<file path="src/rtl/xfer_mod_pkg.sv">
package xfer_mod_pkg;

   typedef enum logic [1:0] {
      FN_PASS = 2'b00,
      FN_INC  = 2'b01,
      FN_ROL  = 2'b10,
      FN_ROR  = 2'b11
   } xfer_fn_e;

   typedef struct packed {
      xfer_fn_e fn;
      logic     invert;
      logic     spare;
   } xfer_op_t;

   typedef enum logic [1:0] {
      LK_KEEP   = 2'b00,
      LK_CLEAR  = 2'b01,
      LK_SET    = 2'b10,
      LK_TOGGLE = 2'b11
   } link_act_e;

   function automatic xfer_op_t unpack_op(input logic [3:0] raw);
      xfer_op_t o;
      o.fn     = xfer_fn_e'(raw[3:2]);
      o.invert = raw[1];
      o.spare  = raw[0];
      return o;
   endfunction

   function automatic logic apply_link_act(input logic cur, input link_act_e act);
      logic r;
      case (act)
         LK_CLEAR:  r = 1'b0;
         LK_SET:    r = 1'b1;
         LK_TOGGLE: r = ~cur;
         default:   r = cur;
      endcase
      return r;
   endfunction

endpackage

</file>
<file path="src/rtl/xfm_datapath.sv">
module xfm_datapath
   import xfer_mod_pkg::*;
#(
   parameter int DATA_W = 16
) (
   input  logic [DATA_W-1:0] src,
   input  logic [3:0]        op_raw,
   input  logic              link_cur,
   output logic [DATA_W-1:0] res,
   output logic              link_nxt,
   output logic              link_we,
   output logic              ovf_nxt,
   output logic              ovf_we
);

   localparam int TOP = DATA_W - 1;

   xfer_op_t          op;
   logic [DATA_W-1:0] operand;
   logic [DATA_W-1:0] rol_v;
   logic [DATA_W-1:0] ror_v;
   logic [DATA_W:0]   inc_v;

   assign op      = unpack_op(op_raw);
   assign operand = op.invert ? ~src : src;
   assign inc_v   = {1'b0, operand} + {{DATA_W{1'b0}}, 1'b1};

   for (genvar i = 0; i < DATA_W; i++) begin : g_rot
      if (i == 0) begin : g_lsb
         assign rol_v[i] = link_cur;
         assign ror_v[i] = operand[i+1];
      end else if (i == TOP) begin : g_msb
         assign rol_v[i] = operand[i-1];
         assign ror_v[i] = link_cur;
      end else begin : g_mid
         assign rol_v[i] = operand[i-1];
         assign ror_v[i] = operand[i+1];
      end
   end

   always_comb begin
      res      = operand;
      link_nxt = link_cur;
      link_we  = 1'b0;
      ovf_nxt  = 1'b0;
      ovf_we   = 1'b0;
      case (op.fn)
         FN_INC: begin
            res     = inc_v[DATA_W-1:0];
            ovf_nxt = inc_v[DATA_W];
            ovf_we  = 1'b1;
         end
         FN_ROL: begin
            res      = rol_v;
            link_nxt = operand[TOP];
            link_we  = 1'b1;
         end
         FN_ROR: begin
            res      = ror_v;
            link_nxt = operand[0];
            link_we  = 1'b1;
         end
         default: res = operand;
      endcase
   end

endmodule

</file>
<file path="src/rtl/xfm_flags.sv">
module xfm_flags
   import xfer_mod_pkg::*;
(
   input  logic       clk,
   input  logic       rst_n,
   input  logic       xfer_fire,
   input  logic       link_we,
   input  logic       link_nxt,
   input  logic       ovf_we,
   input  logic       ovf_nxt,
   input  logic       ctl_valid,
   input  logic [2:0] ctl_code,
   output logic       link_q,
   output logic       ovf_q,
   output logic       halt_q
);

   logic      link_mid;
   link_act_e act;

   assign act      = ctl_valid ? link_act_e'(ctl_code[1:0]) : LK_KEEP;
   assign link_mid = (xfer_fire && link_we) ? link_nxt : link_q;

   always_ff @(posedge clk) begin
      if (!rst_n) begin
         link_q <= 1'b0;
         ovf_q  <= 1'b0;
         halt_q <= 1'b0;
      end else begin
         link_q <= apply_link_act(link_mid, act);
         if (xfer_fire && ovf_we)
            ovf_q <= ovf_nxt;
         halt_q <= ctl_valid & ctl_code[2];
      end
   end


   link_set_chk: assert property (@(posedge clk) disable iff (!rst_n)
      (ctl_valid && ctl_code[1:0] == 2'b10) |=> link_q);

   link_clear_chk: assert property (@(posedge clk) disable iff (!rst_n)
      (ctl_valid && ctl_code[1:0] == 2'b01) |=> !link_q);

   halt_pulse_chk: assert property (@(posedge clk) disable iff (!rst_n)
      (ctl_valid && ctl_code[2]) |=> halt_q);

   ovf_quiet_chk: assert property (@(posedge clk) disable iff (!rst_n)
      !(xfer_fire && ovf_we) |=> $stable(ovf_q));

endmodule

</file>
<file path="src/rtl/xfm_skip.sv">
module xfm_skip (
   input  logic       clk,
   input  logic       rst_n,
   input  logic       qry_valid,
   input  logic [3:0] qry_code,
   input  logic       link_q,
   input  logic       ovf_q,
   output logic       skip_valid,
   output logic       skip_hit
);

   logic cond;

   assign cond = qry_code[3] | (qry_code[2] & link_q) | (qry_code[1] & ovf_q);

   always_ff @(posedge clk) begin
      if (!rst_n) begin
         skip_valid <= 1'b0;
         skip_hit   <= 1'b0;
      end else begin
         skip_valid <= qry_valid;
         skip_hit   <= qry_valid & (cond ^ qry_code[0]);
      end
   end


   skip_always_chk: assert property (@(posedge clk) disable iff (!rst_n)
      (qry_valid && qry_code[3]) |=> (skip_valid && skip_hit == !$past(qry_code[0])));

   skip_idle_chk: assert property (@(posedge clk) disable iff (!rst_n)
      !qry_valid |=> (!skip_valid && !skip_hit));

endmodule

</file>
<file path="src/rtl/xfer_modifier.sv">
module xfer_modifier
   import xfer_mod_pkg::*;
#(
   parameter int DATA_W = 16
) (
   input  logic              clk,
   input  logic              rst_n,
   input  logic              in_valid,
   input  logic [DATA_W-1:0] in_data,
   input  logic [3:0]        in_op,
   input  logic              ctl_valid,
   input  logic [2:0]        ctl_code,
   input  logic              qry_valid,
   input  logic [3:0]        qry_code,
   output logic              out_valid,
   output logic [DATA_W-1:0] out_data,
   output logic              link,
   output logic              ovf,
   output logic              halt_req,
   output logic              skip_valid,
   output logic              skip_hit
);

   if (DATA_W < 2) begin : g_bad_width
      $error("xfer_modifier: DATA_W must be at least 2");
   end

   logic [DATA_W-1:0] res;
   logic              link_nxt, link_we, ovf_nxt, ovf_we;

   xfm_datapath #(.DATA_W(DATA_W)) u_dp (
      .src      (in_data),
      .op_raw   (in_op),
      .link_cur (link),
      .res      (res),
      .link_nxt (link_nxt),
      .link_we  (link_we),
      .ovf_nxt  (ovf_nxt),
      .ovf_we   (ovf_we)
   );

   xfm_flags u_flags (
      .clk       (clk),
      .rst_n     (rst_n),
      .xfer_fire (in_valid),
      .link_we   (link_we),
      .link_nxt  (link_nxt),
      .ovf_we    (ovf_we),
      .ovf_nxt   (ovf_nxt),
      .ctl_valid (ctl_valid),
      .ctl_code  (ctl_code),
      .link_q    (link),
      .ovf_q     (ovf),
      .halt_q    (halt_req)
   );

   xfm_skip u_skip (
      .clk        (clk),
      .rst_n      (rst_n),
      .qry_valid  (qry_valid),
      .qry_code   (qry_code),
      .link_q     (link),
      .ovf_q      (ovf),
      .skip_valid (skip_valid),
      .skip_hit   (skip_hit)
   );

   always_ff @(posedge clk) begin
      if (!rst_n) begin
         out_valid <= 1'b0;
         out_data  <= '0;
      end else begin
         out_valid <= in_valid;
         if (in_valid)
            out_data <= res;
      end
   end


   out_strobe_chk: assert property (@(posedge clk) disable iff (!rst_n)
      in_valid |=> out_valid);

   out_hold_chk: assert property (@(posedge clk) disable iff (!rst_n)
      !in_valid |=> (!out_valid && $stable(out_data)));

   pass_flags_chk: assert property (@(posedge clk) disable iff (!rst_n)
      (in_valid && in_op[3:2] == 2'b00 && !ctl_valid) |=> ($stable(link) && $stable(ovf)));

   inc_wrap_chk: assert property (@(posedge clk) disable iff (!rst_n)
      (in_valid && in_op[3:1] == 3'b010 && in_data == {DATA_W{1'b1}}) |=>
      (ovf && out_data == '0));

endmodule

</file>
<file path="config.mk">
export PLATFORM = sky130hd
export DESIGN_NAME = xfer_modifier
export DESIGN_NICKNAME = d
export VERILOG_FILES = /design/src/rtl/xfer_mod_pkg.sv /design/src/rtl/xfm_datapath.sv /design/src/rtl/xfm_flags.sv /design/src/rtl/xfm_skip.sv /design/src/rtl/xfer_modifier.sv
export SDC_FILE = /design/constraint.sdc
export NUM_CORES = 1
export LEC_CHECK = 0
export ABC_CLOCK_PERIOD_IN_PS = 2900
export BUFFER_PORTS_ARGS = -buffer_cell sky130_fd_sc_hd__buf_2
export CORE_MARGIN = 5
export CORE_UTILIZATION = 54
export DETAILED_ROUTE_END_ITERATION = 10
export PLACE_DENSITY = 0.85
export SKIP_CTS_REPAIR_TIMING = 1
export SYNTH_ARGS = -nofsm -noshare
export SYNTH_HDL_FRONTEND = slang
export SYNTH_HIERARCHICAL = 1
export SYNTH_SLANG_ARGS = --single-unit
</file>
<file path="constraint.sdc">
create_clock -name clk -period 2.9 [get_ports clk]
set_input_delay 0.58 -clock clk [delete_from_list [all_inputs] [get_ports clk]]
set_output_delay 0.58 -clock clk [all_outputs]
set_load 0.02 [all_outputs]
</file>
==> results of run 1 <==
[worst max-delay path, delay by kind of cell]
family / cells / cell delay, ns
buffers and inverters: 1 / 0.24
muxes: 1 / 0.13
AOI/OAI and AO/OA: 4 / 1.42
and+or+nand+nor: 2 / 0.38
[kinds of logic after synthesis]
kind of cell,Yosys count,share of synthesized area
DFF,22,0.212
adders and majority gates,1,0.00601
xor gates and xnor gates,23,0.0968
muxes,29,0.153
AOI/OAI and AO/OA,58,0.190
buffers and inverters,26,0.0769
and+or+nand+nor,98,0.266
[state kept, by name, indices dropped and copies added (netlist names)]
| signal | flops |
|---|---|
| out_data | 16 |
| out_valid | 1 |
| u_flags/halt_q | 1 |
| u_flags/link_q | 1 |
| u_flags/ovf_q | 1 |
| u_skip/skip_hit | 1 |
| u_skip/skip_valid | 1 |
[cells in the final DEF, fill, tap and decap left out, drive strengths merged, types with 4 or more instances in the layout]
master | synthesis | final
o211ai | 4 | 4
nor2 | 17 | 17
nor4b | 4 | 4
inv | 5 | 5
o31ai | 5 | 5
xor2 | 12 | 12
nor2b | 18 | 18
nand3 | 7 | 7
buf | 11 | 57
mux2i | 25 | 25
a31oi | 4 | 4
a21oi | 11 | 11
nand2 | 24 | 24
and2 | 4 | 4
o21ai | 15 | 15
dfxtp | 22 | 22
xnor2 | 11 | 11
nand2b | 4 | 4
[per-layer routing]
layer	GRT usage	routed length (microns)	vias to the layer above	share of wire
met1	0.232	2190	945	0.44
met2	0.317	2400	62	0.49
met3	0.0291	296	6	0.060
li1	-	-	1004	-
met5	0	0	-	0
met4	0.0480	57	0	0.012
[worst paths after layout]
kind                                    from                          to  slack, ns  depth (start not counted)
setup / recovery                    in_op[1]    out_data[7]$_SDFFE_PN0P_       0.34                          8
hold / removal    u_flags/ovf_q$_SDFFE_PN0P_  u_flags/ovf_q$_SDFFE_PN0P_       0.50                          2
setup reg to reg   u_flags/link_q$_SDFF_PN0_   u_flags/link_q$_SDFF_PN0_       1.82                          3
hold reg to reg   u_flags/ovf_q$_SDFFE_PN0P_  u_flags/ovf_q$_SDFFE_PN0P_       0.50                          2
[layout make-up]
cell class,instances,area (sq um)
Clock buffer,3,41.3
Clock inverter,1,30.0
Fill cell,354,1320
Inverter,5,18.8
Multi-Input combinational cell,209,1480
Sequential cell,22,440
Tap cell,48,60.1
Timing Repair Buffer,57,298
[per-stage QoR]
step	area, sq um	hold slack, ns	worst slack (ns)	util
global placement	2300	0.484	0.249	0.623
detailed placement	2300	0.489	0.160	0.623
floorplan	2080	0.558	0.370	-
CTS	2370	0.501	0.400	0.642
global route	2370	0.544	0.244	0.642
finish	2370	0.504	0.339	0.642
[power breakdown]
| group | switching (mW) | internal, mW |
|---|---|---|
| registers | 0.0120 | 0.325 |
| clock network | 0.100 | 0.184 |
| logic | 0.190 | 0.137 |
| total | 0.302 | 0.647 |
==> impl_metrics.json, run 1 <==
{
  "status": "finished clean",
  "crit_fanout": 15,
  "clk_latency_ns": 0.26,
  "root_buffer": "clkbuf_8",
  "io_pins": 54,
  "coreArea_sq_mm": 0.00369,
  "arrival_ns": 2.76,
  "ys_ff_latch": 22,
  "drc": 0,
  "finalPower_uw": 949,
  "final_layout_size_suffix_gt1_frac": 0.242,
  "grt_max_degree": 30,
  "period_minus_slack_ns": 2.56,
  "synth_edf_count": 0,
  "finalClockSkew_ns": 0.00160,
  "min_path_type": "reg2reg",
  "diodes": 0,
  "start_util": 0.564,
  "yosys-top-cells-area": "dfxtp_1 21%, mux2i_1 12%, nor2b_1 5.4%",
  "clk_path_buf_depth": 2,
  "cts_tree": "built",
  "grt_usage": 0.182,
  "die-area_sq_mm": 0.00520,
  "slew_headroom": 0.451,
  "start_kind": "primary input",
  "fin_tns_setup_ns": 0,
  "cts_htree_levels": 1,
  "nets": 331,
  "rows": 22,
  "cts-buffers-inserted": 3,
  "critical_path_class": "in2reg",
  "ant_nets": 0,
  "rsz0062_at_grt": "no",
  "vdd_ir_drop_max_mv": 0.202,
  "synth_cell_types": 59,
  "first_iter_violations": 138,
  "syn2layout_area_growth_pct": 13.8,
  "syn-num-nets": 290,
  "netlist_top_cells_count": "25 x mux2i_1, 24 x nand2_1, 22 x dfxtp_1",
  "seq_area_frac_synth": 0.212,
  "place_congestion": 0.863,
  "drt_pass1_iterations": 4,
  "cp-end-kind": "flip-flop",
  "finalCritPeriodShare": 0.883,
  "yosysTopAreaCellShare": 0.212,
  "synth_flop_cell": "dfxtp_1",
  "required_ns": 3.10,
  "crit_chain": "buf_2 > and4b_1 > a22oi_1 > o21bai_1 > o31ai_1 > a21boi_0 > mux2i_1 > nor2b_1",
  "fp.dieH_microns": 72.1,
  "antenna_found_initial": 0,
  "drv_slew": 0,
  "fmax_mhz": 390,
  "avgSynthCellArea_sq_um": 8.10,
  "yosysMostFrequentCell": "mux2i_1",
  "ys_async_sr_fraction": 0,
  "p_leak_nw": 1.04,
  "instances_no_fill": 345,
  "grt_pass1_wl_microns": 7810,
  "cap_violations": 0,
  "cp_slowest_stage_delay_ns": 0.67,
  "clock-sinks": 22,
  "setup_viol": 0,
  "worstMarginPinSlew_ns": 0.824,
  "wl_per_cell_microns": 14.4,
  "synth_top_area_cell": "dfxtp_1",
  "grt_overflow": 0,
  "power.density_mw_per_mm2": 400,
  "grt_pass1_vias": 1749,
  "drt-vias-per-instance": 5.85,
  "wl_microns": 4950,
  "clk_pin_slew_ns": 0.08,
  "hpwl_microns": 3670,
  "hold_viol": 0,
  "dr_total_vias": 2017,
  "synthesis.area_sq_mm": 0.00208,
  "dp_cells": 341,
  "port_buffers": 52,
  "yosys_warnings": 6,
  "die_w_microns": 72.1,
  "syn_inst": 257,
  "slowest_stage": "a22oi_1"
}
No activity file was read; power rests on OpenSTA's default activity.
==> run 2, diff against run 1 <==
--- a/config.mk
+++ b/config.mk
@@ -5,7 +5,7 @@
 export SDC_FILE = /design/constraint.sdc
 export NUM_CORES = 1
 export LEC_CHECK = 0
-export ABC_CLOCK_PERIOD_IN_PS = 2900
+export ABC_CLOCK_PERIOD_IN_PS = 2850
 export BUFFER_PORTS_ARGS = -buffer_cell sky130_fd_sc_hd__buf_2
 export CORE_MARGIN = 5
 export CORE_UTILIZATION = 54
==> constraint.sdc (replaced) <==
create_clock -name clk -period 2.85 [get_ports clk]
set_input_delay 0.57 -clock clk [delete_from_list [all_inputs] [get_ports clk]]
set_output_delay 0.57 -clock clk [all_outputs]
set_load 0.02 [all_outputs]
==> run 2 against run 1 <==
  * Register-to-register slack got worse by 0.03 ns
  * Clock skew is essentially flat
  * Die area stayed put
  * Combinational power barely moved
  * Critical endpoint is now out_data[14]$_SDFFE_PN0P_
  * Sequential cell count did not move
  * Core utilization grew 0.41 points
  * Worst setup slack better by 0.11 ns
  * Critical path depth is 2 higher
  * Hold slack better by 0.011 ns
  * Sequential share of layout area down 0.12 points
  * Routed wire length shrank 5.1%
  * Sequential power rose by 2%
==> impl_metrics.json, run 2 (synthesis gave the netlist of run 1 again) <==
{
  "cts-buffers-inserted": 3,
  "layout_common_cells": "52 x buf_2, 25 x mux2i_1, 24 x nand2_1",
  "rows": 22,
  "coreArea_sq_mm": 0.00369,
  "intPower_uw": 659,
  "grt_pass1_wl_microns": 7760,
  "r2r_start": "u_flags/link_q$_SDFF_PN0_",
  "power.density_mw_per_mm2": 401,
  "port_buffers": 52,
  "status": "finished clean",
  "crit_fanout": 14,
  "grt_overflow": 0,
  "finalPower_uw": 956,
  "instances_no_fill": 347,
  "dr_total_vias": 1946,
  "antenna_found_initial": 0,
  "p_clk_frac": 0.296,
  "clock-sinks": 22,
  "nets": 333,
  "clk_latency_ns": 0.26,
  "drv_slew": 0,
  "worstHoldStart": "u_flags/ovf_q$_SDFFE_PN0P_",
  "cap_violations": 0,
  "place_congestion": 0.846,
  "placed_cell_area_sq_mm": 0.00231,
  "wl_microns": 4700,
  "root_buffer": "clkbuf_8",
  "cp-end-kind": "flip-flop",
  "min_path_type": "reg2reg",
  "final_util": 0.647,
  "drt-vias-per-instance": 5.61,
  "p_leak_nw": 1.05,
  "pre_cts_ws_ns": 0.164,
  "finalClockSkew_ns": 0.00201,
  "fillers": 334,
  "drc": 0,
  "setup_slack_ns": 0.448,
  "diodes": 0,
  "hpwl_microns": 3610,
  "cp_slowest_stage_delay_ns": 0.36,
  "largest_reg_flops": 16,
  "grt_usage": 0.179,
  "p_sw_frac": 0.311,
  "crit_chain": "buf_2 > xor2_1 > ha_1 > inv_1 > a221o_1 > nand4b_1 > o31ai_1 > a31oi_1 > mux2i_1 > nor2b_1",
  "ant_nets": 0,
  "cts_htree_levels": 1,
  "die-area_sq_mm": 0.00520,
  "min_to": "u_flags/ovf_q$_SDFFE_PN0P_",
  "die_w_microns": 72.1,
  "period_minus_slack_ns": 2.40,
  "fp.dieH_microns": 72.1,
  "hold_viol": 0,
  "slowest_stage": "a221o_1",
  "p_seq_frac": 0.359,
  "drt_pass1_iterations": 6,
  "finalCritPeriodShare": 0.843,
  "final_layout_size_suffix_gt1_frac": 0.247,
  "first_iter_violations": 97,
  "rsz0062_at_grt": "no",
  "final_common_cell": "buf_2",
  "fmax_mhz": 416,
  "required_ns": 3.01,
  "slew_headroom": 0.656,
  "setup_viol": 0,
  "pwr-share-comb": 0.345,
  "fin_tns_setup_ns": 0,
  "arrival_ns": 2.56,
  "top_register": "out_data",
  "start_util": 0.564,
  "r2r_slack_ns": 1.79,
  "clk_path_buf_depth": 2,
  "switchingPower_uw": 297,
  "min_path_cells": 2,
  "syn2layout_area_growth_pct": 14.5,
  "vdd_ir_drop_max_mv": 0.319,
  "worstMarginPinSlew_ns": 0.516,
  "cts_tree": "built",
  "grt_pass1_vias": 1721,
  "r2r_end": "u_flags/link_q$_SDFF_PN0_",
  "start_kind": "primary input",
  "design_area_sq_mm": 0.00238,
  "grt_max_degree": 34,
  "whs_ns": 0.515,
  "ff2ff_path_depth": 3,
  "critical_path_class": "in2reg",
  "dp_cells": 343,
  "clk_pin_slew_ns": 0.08,
  "wl_per_cell_microns": 13.5,
  "io_pins": 54
}
==> run 2: metal layers <==
metal / vias to the layer above / wire length [microns] / part of all wire / track usage
met5: - / 0 / 0 / 0
met4: 0 / 32 / 0.0068 / 0.0292
met3: 4 / 235 / 0.050 / 0.0360
met2: 52 / 2200 / 0.47 / 0.294
met1: 880 / 2230 / 0.47 / 0.245
li1: 1010 / - / - / -
==> run 2: critical path: cells and delay by family <==
family,cells,cell delay (ns)
AO/OA/AOI/OAI,3,0.64
buffers and inverters,2,0.32
AND/OR/NAND/NOR,2,0.29
XOR/XNOR,1,0.30
adder cells (fa/ha/maj),1,0.28
multiplexers,1,0.15
==> run 2: power groups by stage <==
| stage | clock, mW | combinational, mW | sequential [mW] |
|---|---|---|---|
| after global placement | 0 | 0.321 | 0.350 |
| final | 0.283 | 0.330 | 0.344 |
| after detailed placement | 0 | 0.328 | 0.351 |
| after floorplan | 0 | 0.216 | 0.379 |
| after global routing | 0.302 | 0.364 | 0.348 |
| after CTS | 0.289 | 0.330 | 0.344 |
==> run 2: worst max-delay path by stage <==
stage	start	endpoint
4_1_cts	in_op[1]	out_data[4]$_SDFFE_PN0P_
6_report	in_op[1]	out_data[14]$_SDFFE_PN0P_
2_1_floorplan	in_op[1]	out_data[4]$_SDFFE_PN0P_
3_5_place_dp	in_op[1]	out_data[4]$_SDFFE_PN0P_
5_1_grt	in_op[1]	out_data[14]$_SDFFE_PN0P_
3_3_place_gp	in_op[1]	out_data[4]$_SDFFE_PN0P_
==> run 2: final cells by class <==
class | count | area, sq um | share of cell area
multi-input cells | 209 | 1480 | 0.621
flip-flops and latches | 22 | 440 | 0.185
repair buffers | 59 | 313 | 0.131
inverters | 5 | 18.8 | 0.00787
clock buffers | 3 | 41.3 | 0.0173
well taps | 48 | 60.1 | 0.0252
clock inverters | 1 | 30.0 | 0.0126
==> run 3, diff against run 2 <==
--- a/config.mk
+++ b/config.mk
@@ -5,7 +5,7 @@
 export SDC_FILE = /design/constraint.sdc
 export NUM_CORES = 1
 export LEC_CHECK = 0
-export ABC_CLOCK_PERIOD_IN_PS = 2850
+export ABC_CLOCK_PERIOD_IN_PS = 2300
 export BUFFER_PORTS_ARGS = -buffer_cell sky130_fd_sc_hd__buf_2
 export CORE_MARGIN = 5
 export CORE_UTILIZATION = 54
==> constraint.sdc (replaced) <==
create_clock -name clk -period 2.3 [get_ports clk]
set_input_delay 0.46 -clock clk [delete_from_list [all_inputs] [get_ports clk]]
set_output_delay 0.46 -clock clk [all_outputs]
set_load 0.02 [all_outputs]
==> run 3 against run 2 <==
  * Clock power grew 25%
  * Hold slack lost 0.091 ns
  * Count of clock-buffer cells in the layout is the same
  * Worst setup slack lost 0.29 ns
  * Sequential share of layout area shrank 1.2 points
  * Non-clock buffer count grew 19
  * Largest cell class unchanged
==> impl_metrics.json, run 3 (synthesis gave the netlist of run 1 again) <==
{
  "clk_latency_ns": 0.26,
  "port_buffers": 52,
  "wl_microns": 5090,
  "nets": 352,
  "largest_reg_flops": 16,
  "setup_slack_ns": 0.155,
  "placed_cell_area_sq_mm": 0.00249,
  "min_path_type": "in2reg",
  "drc": 0,
  "grt_pass1_vias": 1917,
  "final_common_cell": "buf_2",
  "drt-vias-per-instance": 5.62,
  "diodes": 0,
  "cap_violations": 0,
  "worstMarginPinSlew_ns": 0.531,
  "rsz0062_at_grt": "no",
  "start_util": 0.564,
  "io_pins": 54,
  "r2r_slack_ns": 1.20,
  "design_area_sq_mm": 0.00256,
  "top_layer_used": "met4",
  "cts_tree": "built",
  "worstHoldStart": "qry_valid",
  "vdd_ir_drop_max_mv": 0.252,
  "cts-buffers-inserted": 3,
  "fin_tns_setup_ns": 0,
  "critical_path_class": "in2reg",
  "die_w_microns": 72.1,
  "min_path_cells": 2,
  "dr_total_vias": 2058,
  "fmax_mhz": 466,
  "coreArea_sq_mm": 0.00369,
  "required_ns": 2.46,
  "min_to": "u_skip/skip_valid$_SDFF_PN0_",
  "grt_overflow": 0,
  "finalCritPeriodShare": 0.932,
  "rows": 22,
  "root_buffer": "clkbuf_8",
  "drt_pass1_iterations": 4,
  "grt_max_degree": 30,
  "clk_path_buf_depth": 2,
  "hpwl_microns": 4030,
  "clk_pin_slew_ns": 0.08,
  "wl_met3_microns": 256,
  "layout_common_cells": "52 x buf_2, 25 x mux2i_1, 25 x buf_4",
  "r2r_start": "u_flags/link_q$_SDFF_PN0_",
  "finalPower_mw": 1.23,
  "route.met2.wl_microns": 2520,
  "final_layout_size_suffix_gt1_frac": 0.302,
  "arrival_ns": 2.30,
  "power.density_mw_per_mm2": 480,
  "p_leak_nw": 1.15,
  "wl_per_cell_microns": 13.9,
  "grt_usage": 0.203,
  "ant_nets": 0,
  "slew_headroom": 0.646,
  "met1Wirelength_microns": 2220,
  "top_register": "out_data",
  "finalClockSkew_ns": 0.00388,
  "fillers": 306,
  "grt_pass1_wl_microns": 8610,
  "clock-sinks": 22,
  "r2r_end": "u_flags/link_q$_SDFF_PN0_",
  "start_kind": "primary input",
  "fp.dieH_microns": 72.1,
  "place_congestion": 0.890,
  "cts_htree_levels": 1,
  "setup_viol": 0,
  "hold_viol": 0,
  "status": "finished clean",
  "antenna_found_initial": 0,
  "crit_fanout": 4,
  "syn2layout_area_growth_pct": 22.8,
  "die-area_sq_mm": 0.00520,
  "pre_cts_ws_ns": -0.109,
  "drv_slew": 0,
  "period_minus_slack_ns": 2.14,
  "first_iter_violations": 127,
  "ff2ff_path_depth": 3,
  "cp-end-kind": "flip-flop"
}
run 3: cell count changes in the layout (fill, tap and decap cells not counted):
cell	delta
xor2_2	+2
ha_1	-1
xor2_1	-2
buf_12	+1
ha_2	+1
buf_4	+18
run 3: final cells by class:
type / instances / area (sq um) / share of cell area
multi-input cells: 209 / 1500 / 0.586
clock buffers: 3 / 41.3 / 0.0161
inverters: 5 / 18.8 / 0.00734
repair buffers: 78 / 468 / 0.183
flip-flops and latches: 22 / 440 / 0.172
clock inverters: 1 / 30.0 / 0.0117
well taps: 48 / 60.1 / 0.0235
run 3: worst max-delay path, cell delays in order:
cell and delay, ns:
buf_2 0.10, or4b_1 0.54, a221o_1 0.44, nand4b_1 0.24
o31ai_1 0.23, a31oi_1 0.06, mux2i_1 0.16, nor2b_1 0.06
run 3: power breakdown:
group | switching [mW] | leakage, nW | internal [mW] | total, mW
clock | 0.121 | 0.0357 | 0.232 | 0.354
sequential | 0.0155 | 0.181 | 0.410 | 0.426
combinational | 0.247 | 0.930 | 0.202 | 0.449
total | 0.384 | 1.15 | 0.844 | 1.23
run 3: per-layer routing:
metal | track usage | vias up
met5 | 0 | -
met4 | 0.0752 | 0
met3 | 0.0319 | 8
met2 | 0.344 | 55
met1 | 0.258 | 949
li1 | - | 1046
run 3: metrics by stage:
| step | utilization | hold WS [ns] | std cells |
|---|---|---|---|
| 3_3_place_gp | 0.674 | 0.484 | 362 |
| 3_5_place_dp | 0.674 | 0.502 | 362 |
| 5_1_grt | 0.693 | 0.428 | 366 |
| 4_1_cts | 0.693 | 0.417 | 366 |
| 2_1_floorplan | - | 0.558 | 257 |
| 6_report | 0.693 | 0.424 | 366 |
run 3: worst max-delay path by stage:
stage | from | cells after the start | endpoint | slack [ns]
finish | in_data[4] | 8 | out_data[14]$_SDFFE_PN0P_ | 0.16
global route | in_op[1] | 11 | out_data[14]$_SDFFE_PN0P_ | 0.04
CTS | in_op[1] | 11 | out_data[4]$_SDFFE_PN0P_ | 0.17
detailed placement | in_op[1] | 11 | out_data[4]$_SDFFE_PN0P_ | -0.11
global placement | in_op[1] | 11 | out_data[4]$_SDFFE_PN0P_ | -0.05
floorplan | in_op[1] | 11 | out_data[4]$_SDFFE_PN0P_ | 0.0004
